<file path="src/rtl/scl_phase_timer.sv">
module scl_phase_timer #(
  parameter int DIV_W    = 9,
  parameter int OVERHEAD = 8
) (
  input  logic             clk,
  input  logic             rst_n,
  input  logic             en,
  input  logic [1:0]       ratio_sel,
  input  logic [DIV_W-1:0] div_val,
  input  logic             slave_mode,
  input  logic             scl_sense,
  output logic             scl_drive_low,
  output logic             edge_tick
);
  localparam int N_W   = 4;
  localparam int CNT_W = $clog2(16 * (1 << DIV_W) + OVERHEAD + 1);

  logic [N_W-1:0]   n_lo, n_hi;
  logic [DIV_W-1:0] div_eff;
  logic [CNT_W-1:0] unit_len, lo_next, hi_next;
  logic [CNT_W-1:0] cnt, lo_len, hi_len;
  logic             active, start_lo;

  always_comb begin
    case (ratio_sel)
      2'd1:    begin n_lo = N_W'(6);  n_hi = N_W'(3); end
      2'd2:    begin n_lo = N_W'(11); n_hi = N_W'(6); end
      default: begin n_lo = N_W'(4);  n_hi = N_W'(4); end
    endcase
  end

  assign div_eff  = (slave_mode && div_val == '0) ? DIV_W'(1) : div_val;
  assign unit_len = CNT_W'(div_eff) + CNT_W'(1);
  assign lo_next  = CNT_W'(n_lo) * unit_len;
  assign hi_next  = CNT_W'(n_hi) * unit_len + CNT_W'(OVERHEAD);

  assign start_lo = scl_sense && (!active || (cnt + CNT_W'(1) == hi_len));

  always_ff @(posedge clk) begin
    if (!rst_n || !en) begin
      active        <= 1'b0;
      scl_drive_low <= 1'b0;
      edge_tick     <= 1'b0;
      cnt           <= '0;
      lo_len        <= '0;
      hi_len        <= '0;
    end else begin
      edge_tick <= 1'b0;
      if (!active || !scl_drive_low) begin
        if (start_lo) begin
          active        <= 1'b1;
          scl_drive_low <= 1'b1;
          edge_tick     <= 1'b1;
          cnt           <= CNT_W'(1);
          lo_len        <= lo_next;
          hi_len        <= hi_next;
        end else if (scl_sense) begin
          cnt <= cnt + CNT_W'(1);
        end
      end else if (cnt == lo_len) begin
        scl_drive_low <= 1'b0;
        edge_tick     <= 1'b1;
        cnt           <= '0;
      end else begin
        cnt <= cnt + CNT_W'(1);
      end
    end
  end
endmodule

</file>
<file path="config.mk">
export PLATFORM = sky130hd
export DESIGN_NAME = scl_phase_timer
export DESIGN_NICKNAME = d
export VERILOG_FILES = /design/src/rtl/scl_phase_timer.sv
export SDC_FILE = /design/constraint.sdc
export NUM_CORES = 1
export LEC_CHECK = 0
export BUFFER_PORTS_ARGS = -buffer_cell sky130_fd_sc_hd__clkbuf_2
export CAP_MARGIN = 20
export CORE_MARGIN = 1.5
export CORE_UTILIZATION = 55
export DETAILED_ROUTE_END_ITERATION = 10
export PLACE_DENSITY = 0.77
export SETUP_SLACK_MARGIN = 0.15
export SYNTH_ARGS = -nofsm -noshare
export SYNTH_HDL_FRONTEND = slang
export SYNTH_SLANG_ARGS = --single-unit
export TNS_END_PERCENT = 1
</file>
<file path="constraint.sdc">
create_clock -name clk -period 5.9 [get_ports clk]
set_input_delay 0.295 -clock clk [delete_from_list [all_inputs] [get_ports clk]]
set_output_delay 0.295 -clock clk [all_outputs]
set_load 0.05 [all_outputs]
</file>
==> results.md <==
- The run finished with clean final reports.
- After synthesis, the cell types taking the most area are dfxtp_1, ha_1, fa_1.
- The clock net in this run drives a total of 45 sinks.
- After routing the design area is between 4000 and 5000 sq um.
- The maximum net fanout on the critical path is 6.
- The tightest min-delay check is of the in -> reg type.
- Summing the areas of all fa, ha and maj instances in the mapped netlist gives 23.3% of the synthesized area.
- The worst setup path is captured at a flop.
- The leakage power is about 0.0023 uW.
- The TritonCTS clock tree is done.
- The multiplexer area fraction after synthesis is 2.85%.
- The number of iterations in the first detailed-routing pass is 5.
- The count of cell types in the netlist is 53.
- The dominant combinational cell family by area after synthesis is adder cells.
- The count of hold-fix buffers inserted at cts is 0.
- Summed over all failing endpoints, the final setup total negative slack is 0 ns.
- The cell with the largest stage delay on the worst path is fa_1.
- The number of enable-type register cells in the synthesized netlist is 0.
- The number of cell rows is 33.
- The area occupied by multi-input gates is approximately 3300 sq um.
- In this run the count of I/O pins placed on the die edge is 18.
- The first-pass GRT wire length is around 17 mm.
- The highest cell delay on the worst timing path is 0.54 ns.
- Of the synthesized area, sequential elements account for 19.7%.
- In this run the cell area of the synthesized design comes to 4570 sq um.
- The most common cell after layout, fill and taps aside is inv_1.
- In this run, the number of DRC markers left after iteration 0 of detailed routing was 178.
- The number of max-slew violations in the final report is 0.
- The later pin in the worst-skew pair is clocked with a latency of about 0.3 ns.
- The worst path in the final design needs a cycle of 4.66 ns, including I/O delays and setup.
- The number of failing setup endpoints in the final timing report is 0.
- The count of nets after finishing is 653.
- Once the clock tree was built, the setup fixing pass inserted 0 buffers.
- The number of global-route vias before repair is 3736.
- At the end of routability-driven placement, the weighted congestion stood at 0.924.
- The complex-gate fraction of the synthesized area is a little over an eighth.
- The critical path is of the in -> reg type.
- In this run, synthesis produced a sequential element count of 45.
- At the pin with the least slew margin, the transition time is 0.780 ns.
- The internal power contribution is around 580 uW.
- The critical path goes through clkbuf_2, nor3_1, a41oi_1, inv_1, ha_1, xor2_1, nand2b_1, fa_1, fa_1, inv_1, fa_1, a21o_1, a21oi_1, o211ai_1, a31o_2, a21oi_1, xnor2_1, mux2i_1, nor2_1.
- The total area inside the core boundary comes to 8130 sq um.
- The highest ir drop seen on vdd is roughly 0.075 mV.
- The number of gates resized after cts is 0.
- Synthesis produced a netlist whose cell count is 564.
- The worst hold slack across all endpoints is 0.285 ns.
- The most used flip-flop cell after synthesis is dfxtp_1.
- In this run the remaining antenna-violating nets after routing total 0.
- The largest net degree at the start of global routing is 34.
- The footprint of the flip-flops and latches is 901 sq um.
- The worst setup path is launched from a primary input.
- The arrival time of the worst setup path is 4.84 ns.
- In this run the power spent charging and discharging nets is 360 uW.
- The TritonCTS buffer count is 5.
- The share of the cycle needed by the critical path after routing is a little under 80%.
- Setup repair after global routing left no endpoint under its margin.
- Once detailed placement completed, the half-perimeter wirelength came to 7.88 mm.
- The starting density of the core is between 50% and 60%.
- The via density per instance is between 5 and 6.
- The sequential cell fraction of total power is 35.1%.
- The x dimension of the die is 94.1 um.
- Each instance of the synthesized netlist takes up on average 8.10 sq um.
- The final count of hold timing violations was 0.
- For this run the aggregate overflow at the end of global routing stands at 0.
- Between clock sinks in the finished design, the worst skew comes to 0.00690 ns.
- The total of max-cap violations is 0.
- The net switching share of the total power is 38.2%.
- Counting stages on the worst path, the most repeated cell is fa_1.
- The initial antenna violation count came to 0.
- The area share of the largest cell type after synthesis is 19.7%.
- The Yosys step of the flow raised 0 warnings.
- For this run, the total global-route usage over all layers was measured as 24.0%.
- The number of remaining DRC errors is 0.
- The placement-stage cell area is ~4700 sq um.
- The xor/xnor share of the synthesized area is 10.4%.
- The highest clock rate is roughly 0.21 GHz.
- The number of antenna diodes in the final layout is 0.
- In the layout the commonest cells are inv_1, nor2_1, nand2_1.
- The die covers 8860 sq um.
- The share of synthesized cell area in and, or, nand and nor gates is 22.5%.
- No sink is reached through more buffers than the 2 on the longest clock path.
- The number of nets handed over by synthesis was 650.
- The synthesis-to-finish area growth is 4.19%.
- The biggest area contributor in the post-synthesis netlist is dfxtp_1.
- The floorplan die height is 94.1 um.
- The count of buffers inserted at the top-level ports is 17.
- For this run, asynchronously set or reset flops after synthesis account for 0%.
- The critical path data required time is approximately 6 ns.
- The worst pin sits at a relative slew slack of roughly 48%.
- The wire length after detailed routing is 9.92 mm.
- Clock-pin slew was measured on the worst setup and hold paths at 0.09 ns.
- Summing internal, switching and leakage power gives 942 uW.
- The part of the power in combinational logic is 44.4%.
- For this design the ratio of total power to cell area is between 150 and 200 nW/um^2.
- The proportion of power drawn by the clock network is 20.6%.
- CTS built an H-tree with a depth of 2.
- The cell chosen for the clock root is clkbuf_8.
- In the final layout, the share of cells above drive strength 1 is 7.92%.
- The wire length per cell after detailed routing is between 10 and 15 um.
- The number of inserted filler cells in the final layout is 735.
- The vias after detailed routing is ~3800.
-- worst max-delay path: cells and delay by family --
kind | cells | cell delay (ns)
AO/OA/AOI/OAI | 6 | 1.53
AND/OR/NAND/NOR | 3 | 0.28
XOR/XNOR | 2 | 0.47
adder cells (fa/ha/maj) | 4 | 1.74
multiplexers | 1 | 0.14
buffers and inverters | 3 | 0.38
-- power groups by stage --
stage | Sequential (uW) | Clock, uW | Combinational [uW]
after floorplan | 335 | 0 | 334
final | 330 | 194 | 418
after detailed placement | 337 | 0 | 414
after global routing | 332 | 207 | 478
after global placement | 337 | 0 | 406
after CTS | 330 | 197 | 419
-- cell type report --
cell class,instances,share of cell area [%]
inverter,65,5.13
clock inverter,2,0.316
multi-input combinational,430,69.1
timing repair buffer,20,2.26
tap,105,2.76
sequential,45,18.9
clock buffer,6,1.53
-- flip-flops by register name, indices dropped and copies added (netlist names) --
name / flops
active: 1
cnt: 14
edge_tick: 1
hi_len: 14
lo_len: 14
scl_drive_low: 1
-- per-layer routing --
layer  global-route usage, %  wire length (um)  vias up
li1                        -                 -     1885
met1                    30.2              4430     1784
met2                    42.6              4790      124
met3                    2.18               484       22
met4                    8.58               206        0
met5                       0                 0        -
-- final timing paths --
| kind | from | endpoint | cells past startpoint | slack, ns |
|---|---|---|---|---|
| setup / recovery | div_val[1] | lo_len[12] | 19 | 1.24 |
| hold / removal | scl_sense | active | 3 | 0.29 |
| setup reg to reg | cnt[5] | cnt[1] | 9 | 2.49 |
| hold reg to reg | lo_len[0] | lo_len[0] | 2 | 0.48 |
-- cell families after synthesis --
kind of cell,Yosys count
AOI/OAI and AO/OA,89
muxes,13
buffers and inverters,89
DFF,45
xor gates and xnor gates,54
and+or+nand+nor,204
adders and majority gates,70
-- synth_stat cells, types with 9 or more instances --
library cell / number
nor3_1: 9
xnor2_1: 36
ha_1: 45
nand2_1: 46
inv_1: 65
nand2b_1: 17
or2_2: 12
fa_1: 25
nor2_1: 56
a21oi_1: 30
a21o_1: 12
clkbuf_1: 11
o21ai_0: 9
nand4_1: 10
nand3_1: 17
xor2_1: 18
dfxtp_1: 45
mux2i_1: 13
-- stage by stage --
stage / utilization [%] / instances / setup WS, ns
after floorplan: - / 564 / 1.63
after global placement: 57.4 / 665 / 1.20
after detailed placement: 57.4 / 665 / 1.01
after CTS: 58.5 / 673 / 1.33
after global routing: 58.5 / 673 / 1.02
final: 58.5 / 673 / 1.24
(Power assumes the default switching activity.)
